[src/rtl/ptw_pkg.sv]
package ptw_pkg;
  typedef enum logic [2:0] {
    S_IDLE  = 3'd0,
    S_XLATE = 3'd1,
    S_READ  = 3'd2,
    S_WRITE = 3'd3,
    S_DONE  = 3'd4
  } ptw_state_e;

  localparam int unsigned CAUSE_W = 6;
  localparam logic [CAUSE_W-1:0] CAUSE_IMISS = 6'd16;
  localparam logic [CAUSE_W-1:0] CAUSE_DMISS = 6'd24;
  localparam logic [CAUSE_W-1:0] CAUSE_NONE  = 6'd0;
endpackage

[src/rtl/ptw_addr_gen.sv]
module ptw_addr_gen #(
  parameter int unsigned VA_W      = 32,
  parameter int unsigned PTE_SHIFT = 10,
  parameter int unsigned ALIGN_B   = 2
) (
  input  logic [VA_W-1:0] base,
  input  logic [VA_W-1:0] fault_va,
  output logic [VA_W-1:0] pte_va
);
  localparam logic [VA_W-1:0] ALIGN_MASK = ~((VA_W'(1) << ALIGN_B) - VA_W'(1));

  logic [VA_W-1:0] shifted;

  always_comb begin
    shifted = fault_va >> PTE_SHIFT;
    pte_va  = (base | shifted) & ALIGN_MASK;
  end
endmodule

[src/rtl/ptw_way_ctr.sv]
module ptw_way_ctr #(
  parameter int unsigned WAYS = 4
) (
  input  logic                    clk,
  input  logic                    rst_n,
  input  logic                    adv,
  output logic [$clog2(WAYS)-1:0] next_way
);
  localparam int unsigned WAY_W = $clog2(WAYS);

  logic [WAY_W-1:0] cnt_q;
  logic [WAY_W-1:0] cnt_d;

  always_comb begin
    next_way = cnt_q + WAY_W'(1);
    cnt_d    = cnt_q;
    if (adv) cnt_d = next_way;
  end

  always_ff @(posedge clk or negedge rst_n) begin
    if (!rst_n) cnt_q <= '0;
    else if (adv) cnt_q <= cnt_d;
  end
endmodule

[src/rtl/ptw_fsm.sv]
module ptw_fsm
  import ptw_pkg::*;
#(
  parameter int unsigned VA_W     = 32,
  parameter int unsigned PA_W     = 32,
  parameter int unsigned PTE_W    = 32,
  parameter int unsigned RING_LSB = 4,
  parameter int unsigned RING_W   = 2
) (
  input  logic                clk,
  input  logic                rst_n,
  input  logic                miss_valid,
  output logic                miss_ready,
  input  logic [VA_W-1:0]     miss_vaddr,
  input  logic                miss_is_data,
  output logic [VA_W-1:0]     walk_va,
  output logic                xl_valid,
  input  logic                xl_ok,
  input  logic [PA_W-1:0]     xl_paddr,
  output logic                rd_valid,
  input  logic                rd_ready,
  output logic [PA_W-1:0]     rd_addr,
  input  logic                rsp_valid,
  input  logic [PTE_W-1:0]    rsp_data,
  input  logic                rsp_err,
  output logic                wr_en,
  output logic                wr_is_data,
  output logic [PTE_W-1:0]    wr_pte,
  output logic [RING_W-1:0]   wr_ring,
  output logic [VA_W-1:0]     excvaddr,
  output logic                resp_valid,
  output logic                resp_fail,
  output logic [CAUSE_W-1:0]  resp_cause
);
  ptw_state_e       state_q, state_d;
  logic [VA_W-1:0]  va_q;
  logic             dat_q;
  logic [PA_W-1:0]  pa_q;
  logic [PTE_W-1:0] pte_q;
  logic             issued_q, issued_d;
  logic             fail_q, fail_d;
  logic [VA_W-1:0]  exc_q;

  logic accept, xl_take, rsp_take, pa_en, pte_en, exc_en, issue_en;

  always_comb begin
    accept   = (state_q == S_IDLE) && miss_valid;
    xl_take  = (state_q == S_XLATE);
    rsp_take = (state_q == S_READ) && issued_q && rsp_valid;
    pa_en    = xl_take && xl_ok;
    pte_en   = rsp_take && !rsp_err;
    exc_en   = (state_q == S_WRITE);
    issue_en = (state_q == S_READ) && !issued_q && rd_ready;
  end

  always_comb begin
    state_d  = state_q;
    fail_d   = fail_q;
    issued_d = issued_q;
    unique case (state_q)
      S_IDLE: begin
        if (accept) begin
          state_d = S_XLATE;
          fail_d  = 1'b0;
        end
      end
      S_XLATE: begin
        issued_d = 1'b0;
        if (xl_ok) begin
          state_d = S_READ;
        end else begin
          state_d = S_DONE;
          fail_d  = 1'b1;
        end
      end
      S_READ: begin
        if (issue_en) issued_d = 1'b1;
        if (rsp_take) begin
          if (rsp_err) begin
            state_d = S_DONE;
            fail_d  = 1'b1;
          end else begin
            state_d = S_WRITE;
          end
        end
      end
      S_WRITE: state_d = S_DONE;
      S_DONE:  state_d = S_IDLE;
      default: state_d = S_IDLE;
    endcase
  end

  always_ff @(posedge clk or negedge rst_n) begin
    if (!rst_n) begin
      state_q  <= S_IDLE;
      fail_q   <= 1'b0;
      issued_q <= 1'b0;
    end else begin
      state_q  <= state_d;
      fail_q   <= fail_d;
      issued_q <= issued_d;
    end
  end

  always_ff @(posedge clk or negedge rst_n) begin
    if (!rst_n) begin
      va_q  <= '0;
      dat_q <= 1'b0;
    end else if (accept) begin
      va_q  <= miss_vaddr;
      dat_q <= miss_is_data;
    end
  end

  always_ff @(posedge clk or negedge rst_n) begin
    if (!rst_n) pa_q <= '0;
    else if (pa_en) pa_q <= xl_paddr;
  end

  always_ff @(posedge clk or negedge rst_n) begin
    if (!rst_n) pte_q <= '0;
    else if (pte_en) pte_q <= rsp_data;
  end

  always_ff @(posedge clk or negedge rst_n) begin
    if (!rst_n) exc_q <= '0;
    else if (exc_en) exc_q <= va_q;
  end

  always_comb begin
    miss_ready = (state_q == S_IDLE);
    walk_va    = va_q;
    xl_valid   = (state_q == S_XLATE);
    rd_valid   = (state_q == S_READ) && !issued_q;
    rd_addr    = pa_q;
    wr_en      = (state_q == S_WRITE);
    wr_is_data = dat_q;
    wr_pte     = pte_q;
    wr_ring    = pte_q[RING_LSB +: RING_W];
    excvaddr   = exc_q;
    resp_valid = (state_q == S_DONE);
    resp_fail  = fail_q;
    resp_cause = fail_q ? (dat_q ? CAUSE_DMISS : CAUSE_IMISS) : CAUSE_NONE;
  end
endmodule

[src/rtl/ptw_walker.sv]
module ptw_walker
  import ptw_pkg::*;
#(
  parameter int unsigned VA_W      = 32,
  parameter int unsigned PA_W      = 32,
  parameter int unsigned PTE_W     = 32,
  parameter int unsigned PTE_SHIFT = 10,
  parameter int unsigned WAYS      = 4,
  parameter int unsigned RING_LSB  = 4,
  parameter int unsigned SYNC_LEN  = 2
) (
  input  logic                     clk,
  input  logic                     rst_n,
  input  logic [VA_W-1:0]          pt_base,
  input  logic                     miss_valid,
  output logic                     miss_ready,
  input  logic [VA_W-1:0]          miss_vaddr,
  input  logic                     miss_is_data,
  output logic                     xl_valid,
  output logic [VA_W-1:0]          xl_vaddr,
  input  logic                     xl_ok,
  input  logic [PA_W-1:0]          xl_paddr,
  output logic                     rd_valid,
  input  logic                     rd_ready,
  output logic [PA_W-1:0]          rd_addr,
  input  logic                     rsp_valid,
  input  logic [PTE_W-1:0]         rsp_data,
  input  logic                     rsp_err,
  output logic                     wr_en,
  output logic [$clog2(WAYS)-1:0]  wr_way,
  output logic                     wr_is_data,
  output logic [VA_W-1:0]          wr_vaddr,
  output logic [PTE_W-1:0]         wr_pte,
  output logic [1:0]               wr_ring,
  output logic [VA_W-1:0]          excvaddr,
  output logic                     resp_valid,
  output logic                     resp_fail,
  output logic [CAUSE_W-1:0]       resp_cause
);
  localparam int unsigned RING_W = 2;

  logic [SYNC_LEN-1:0] rst_sync_q;
  logic                core_rst_n;
  logic [VA_W-1:0]     walk_va;

  always_ff @(posedge clk or negedge rst_n) begin
    if (!rst_n) rst_sync_q <= '0;
    else        rst_sync_q <= {rst_sync_q[SYNC_LEN-2:0], 1'b1};
  end
  assign core_rst_n = rst_sync_q[SYNC_LEN-1];

  ptw_addr_gen #(
    .VA_W(VA_W), .PTE_SHIFT(PTE_SHIFT), .ALIGN_B(2)
  ) u_addr (
    .base(pt_base), .fault_va(walk_va), .pte_va(xl_vaddr)
  );

  ptw_way_ctr #(.WAYS(WAYS)) u_way (
    .clk(clk), .rst_n(core_rst_n), .adv(wr_en), .next_way(wr_way)
  );

  ptw_fsm #(
    .VA_W(VA_W), .PA_W(PA_W), .PTE_W(PTE_W),
    .RING_LSB(RING_LSB), .RING_W(RING_W)
  ) u_fsm (
    .clk(clk), .rst_n(core_rst_n),
    .miss_valid(miss_valid), .miss_ready(miss_ready),
    .miss_vaddr(miss_vaddr), .miss_is_data(miss_is_data),
    .walk_va(walk_va),
    .xl_valid(xl_valid), .xl_ok(xl_ok), .xl_paddr(xl_paddr),
    .rd_valid(rd_valid), .rd_ready(rd_ready), .rd_addr(rd_addr),
    .rsp_valid(rsp_valid), .rsp_data(rsp_data), .rsp_err(rsp_err),
    .wr_en(wr_en), .wr_is_data(wr_is_data), .wr_pte(wr_pte),
    .wr_ring(wr_ring), .excvaddr(excvaddr),
    .resp_valid(resp_valid), .resp_fail(resp_fail), .resp_cause(resp_cause)
  );

  assign wr_vaddr = walk_va;
endmodule

[config.mk]
export PLATFORM = sky130hd
export DESIGN_NAME = ptw_walker
export DESIGN_NICKNAME = d
export VERILOG_FILES = /design/src/rtl/ptw_pkg.sv /design/src/rtl/ptw_addr_gen.sv /design/src/rtl/ptw_way_ctr.sv /design/src/rtl/ptw_fsm.sv /design/src/rtl/ptw_walker.sv
export SDC_FILE = /design/constraint.sdc
export NUM_CORES = 1
export LEC_CHECK = 0
export BUFFER_PORTS_ARGS = -buffer_cell sky130_fd_sc_hd__buf_2
export CAP_MARGIN = 20
export CORE_AREA = 3 3 120 122
export DETAILED_ROUTE_END_ITERATION = 8
export DIE_AREA = 0 0 123 125
export GPL_TIMING_DRIVEN = 0
export PLACE_DENSITY = 0.76
export REMOVE_ABC_BUFFERS = 1
export SYNTH_ARGS = -nofsm -noshare
export SYNTH_HDL_FRONTEND = slang
export SYNTH_SLANG_ARGS = --single-unit
export TNS_END_PERCENT = 10
[constraint.sdc]
create_clock -name clk -period 6.4 [get_ports clk]
set_input_delay 0 -clock clk [delete_from_list [all_inputs] [get_ports clk]]
set_output_delay 0 -clock clk [all_outputs]
set_load 0.01 [all_outputs]
[Word-level counts from Yosys, hierarchy flattened]
Cells that the tools add are included.
Storage, ports and cells
  input bits: 136
  register bits after elaboration: 138
Cells by class
  multiplexer cells: 14
  bitwise logic cells: 1
  reduce and logical (&&, ||, !) cells: 15
  equal/unequal tests: 9
  add/subtract/negate cells: 1
Operators by type and width (count)
  $or 32x22->32: 1
  $mux 3: 4
  $pmux 3 s4: 1
  $logic_and 1x1->1: 7
  $eq 3x2->1 const B: 2
  $mux 6: 1
  $ne 2x1->1 const B: 3
  $mux 1: 5
  $reduce_and 5->1: 1
  $mux 4: 1
  $ne 2x2->1 const B: 2
  $reduce_and 2->1: 2
  $eq 3x1->1 const B: 1
  $eq 3x3->1 const B: 1
  $logic_not 3->1: 1
  $pmux 1 s3: 1
  $reduce_bool 3->1: 1
  $add 2x1->2 const B: 1
  $logic_not 1->1: 2
  $pmux 1 s2: 1
  $reduce_bool 2->1: 1

[Logic depth before layout (Yosys ltp)]
  depth in word-level cells: 5
  depth in mapped cells: 6

[Hierarchy]
Synthesis repeated with hierarchy kept, for this count alone.
Unflattened totals
  cells, all modules: 362
  area, all modules: 5519.0 µm²
By module, submodules not included
  ptw_fsm: cells each 319, area an instance 5159.9 µm², times used 1, sequential area each 3353.2 µm²
  ptw_addr_gen: cells each 33, area an instance 219.0 µm², times used 1, sequential area each 0.0 µm²
  ptw_way_ctr: cells each 7, area an instance 86.3 µm², times used 1, sequential area each 50.0 µm²
  ptw_walker: cells each 3, area an instance 53.8 µm², times used 1, sequential area each 50.0 µm²

[Worst setup path before layout]
OpenSTA, ideal clock, no wires.
  path kind: reg-to-reg
  from: register u_fsm.state_q[2]
  to: register u_fsm.pa_q[10], in the netlist u_fsm.rd_addr[10]
  arrival time: 1.374 ns
  library setup time: 0.125 ns
  period minus slack after synthesis: 1.499 ns
  stages on the path, launching flop included: 6
  slack: 4.901 ns
  cell sequence: dfrtp_1 buf_4 and4bb_1 buf_2 buf_6 mux2_4
Between the ends
  cells in the longest elaborated chain, start to end: 2
RTL lines
  start: declaration: line ptw_fsm.sv:35  | ptw_state_e state_q, state_d;
  start signal: assignment: line ptw_fsm.sv:99  | state_q <= state_d;
  $eq 3x1->1: line ptw_fsm.sv:48  | xl_take = (state_q == S_XLATE);
  $logic_and 1x1->1: line ptw_fsm.sv:50  | pa_en = xl_take && xl_ok;
  end signal: assignment: line ptw_fsm.sv:117  | else if (pa_en) pa_q <= xl_paddr;
  end: declaration: line ptw_fsm.sv:38  | logic [PA_W-1:0] pa_q;
Every way passes these cells.
A chain may end at the register's enable or synchronous reset.

[Worst setup path in the final report]
  from: register u_fsm.state_q[0]
  to: output port wr_en
Between the ends
  cells in the longest elaborated chain, start to end: 1
RTL lines
  $eq 3x2->1: line ptw_fsm.sv:136  | wr_en = (state_q == S_WRITE);
  end: declaration: line ptw_walker.sv:29  | output logic wr_en,
Every way passes these cells.

==> impl_metrics.toml <==
[clock_network]
numCtsBuffers = 17
clkSinkCount = 138
cts_max_level = 4
clock_latency_ns = 0.41
tritoncts = "done"
clockBufferDepth = 2
clk_pin_slew_ns = 0.06
cts_resized = 0
root_buffer = "clkbuf_16"

[finish]
multi_input_area_sq_um = 1910
seq_area_sq_um = 3460
layout.cells.non_filler = 1001
drive_gt1_share_pct = 52.5
syn2layout_area_growth_pct = 56.0
num-fill-cells = 913
antenna_cells = 0
nets = 948

[placement]
dp.cells = 863
numPortBuffers = 284
gp_congestion = 0.754
dp_hpwl_um = 10500

[detailed_routing]
drc_errors = 0
drt-pass1-iter-count = 4
vias = 4728
final_antenna_net_count = 0
drt-total-wl_um = 16400
drt_iter0_markers = 175
vias_per_cell = 4.72
routedWlPerCell_um = 16.3

[timing]
fmax_mhz = 376
finalSetupViolations = 0
hold_viol = 0
whs_ns = 0.0000855
clock_skew_ns = 0.00564
worst_pin_slew_ns = 0.888
period_needed_ns = 2.66
finalCritPeriodShare_pct = 41.5
slew_headroom_pct = 40.6
rsz0062_at_grt = "false"
drv_slew = 0
setup_tns_ns = 0

[power]
seq_power_share_pct = 38.8
clockPowerShare_pct = 23.2
ir_drop_mv = 0.251
sw_frac_of_total_pct = 34.3
powerDensity_nw_per_um2 = 458
power.switching_mw = 1.38
power_mw = 4.04
p_comb_share_pct = 38.0
internal_power_mw = 2.66
p_leak_nw = 4.54

[worst_setup_path]
rr_worst_depth = 6
worstPathRequired_ns = 6.40
crit_fanout = 29
worst_path_max_delay_cell = "nand3b_1"
path_class = "flip-flop to output port"
r2r_setup_slack_ns = 4.06
arrival_ns = 2.66
slowest_delay_ns = 0.69
worstPathCellList = "nand3b_1, buf_8, clkinv_1, buf_16, buf_2"
end_kind = "output port"
start_kind = "flip-flop"

[synthesis]
synth_xor_xnor_area_share_pct = 0.465
synthArstFlopShare_pct = 100
yosys_warnings = 0
synth_area_per_cell_sq_um = 13.1
synthFlopType = "dfrtp_1"
ys_ff_latch = 138
synthDistinctLibCells = 31
synth_top_family_by_area = "multiplexers"
synth_fa_ha_area_share_pct = 0
muxShareOfSynthArea_pct = 20.7
synthSimpleGateAreaFrac_pct = 11.2
syn_area_sq_um = 5650
ys_seq_area_share_pct = 61.1
synth_edf_count = 0
synth-compound-area-share_pct = 0.996
syn-instance-count = 430

[grt]
grt_first_pass_wirelength_um = 25800
grt_pass1_vias = 5112
antenna_found_initial = 0
grtUsageTotal_pct = 21.5
globalRouteOverflowTotal = 0
grt_start_max_net_pins = 59

[floorplan]
die_h_um = 125
fp-row-count = 42
coreArea_sq_um = 13300
io-pin-count = 313
die_area_sq_um = 15400
dieWidth_um = 123
initial_core_util_pct = 42.5

[outcome]
status = "finished, final reports clean"

[hold_path]
hp-class = "primary input to output port"
min_path_cells = 0

[run]
max_cap_viol_count = 0
-- state kept, by name, summed over array words and instances (netlist names) --
signal            flops
rst_sync_q            2
u_fsm.excvaddr       32
u_fsm.issued_q        1
u_fsm.rd_addr        32
u_fsm.resp_fail       1
u_fsm.state_q         3
u_fsm.walk_va        32
u_fsm.wr_is_data      1
u_fsm.wr_pte         32
u_way.cnt_q           2
-- metal layers --
| metal | global-route usage, % | routed length, um |
|---|---|---|
| met5 | 0 | 0 |
| met4 | 10.4 | 531 |
| met3 | 6.82 | 1430 |
| met2 | 38.7 | 8430 |
| met1 | 22.3 | 5960 |
-- power by group through the flow --
stage,Clock [mW],Combinational (mW),Sequential (mW)
2_1_floorplan,0,0.612,1.73
3_3_place_gp,0,1.41,1.55
3_5_place_dp,0,1.47,1.57
4_1_cts,0.958,1.53,1.56
5_1_grt,1.00,1.67,1.63
6_report,0.937,1.54,1.57
-- path summary, 6_finish.rpt --
check | start | end
hold / removal | pt_base[22] | xl_vaddr[22]
setup reg to reg | u_fsm.state_q[2] | u_fsm.excvaddr[9]
max in group asynchronous | rst_sync_q[1] | u_fsm.wr_pte[30]
min in group asynchronous | rst_sync_q[1] | u_fsm.resp_fail
setup / recovery | u_fsm.state_q[0] | wr_en
hold reg to reg | rst_sync_q[1] | u_fsm.resp_fail
-- synth_stat cells (4+ instances only) --
library cell | n | share of area [%]
mux2_2 | 63 | 13
mux2_1 | 14 | 2.8
buf_4 | 24 | 3.2
inv_1 | 6 | 0.40
or2_2 | 21 | 2.3
buf_2 | 4 | 0.35
mux2_4 | 20 | 5.3
clkbuf_1 | 4 | 0.27
dfrtp_1 | 138 | 61
buf_6 | 6 | 1.2
nand2_1 | 99 | 6.6
-- metrics by stage --
stage	area (sq um)	setup slack, ns	util (%)
floorplan	5390	2.27	-
global placement	7030	0.959	52.9
detailed placement	7170	3.40	53.9
CTS	8790	3.11	66.1
global route	8820	3.50	66.3
finish	8820	3.74	66.3
-- cell families after synthesis --
family / after synthesis
flops: 138
other cells: 2
compound gates: 9
buf+inv: 45
xor+xnor: 3
simple gates: 136
mux: 97
-- critical path: cells and delay by family (launching register included) --
family        cells  cell delay, ns
buf+inv           4            0.96
simple gates      1            0.69
flops             1            0.58
-- cells in the final DEF (no fill, tap or decap), types with 4 or more instances in the layout --
cell type and n:
buf_16 4, buf_2 284, clkbuf_16 17, clkinv_2 8
clkinvlp_4 4, conb_1 7, dfrtp_1 137, dlygate4sd3_1 105
inv_1 6, mux2_1 14, mux2_2 63, mux2_4 20
nand2_1 99, or2_2 21
-- final cells by class --
class	instances	area share (%)
Sequential cell	138	39.2
Timing Repair Buffer	396	29.9
Multi-Input combinational cell	252	21.6
Clock buffer	18	4.98
Tap cell	176	2.50
Clock inverter	14	1.48
Inverter	7	0.298
-- what timing repair did --
item | CTS | global route
hold buffers | 105 | 0
buffers inserted | 0 | 0
hold endpoints to repair | 104 | 0
Note: power is estimated with default switching activity, not from simulation.
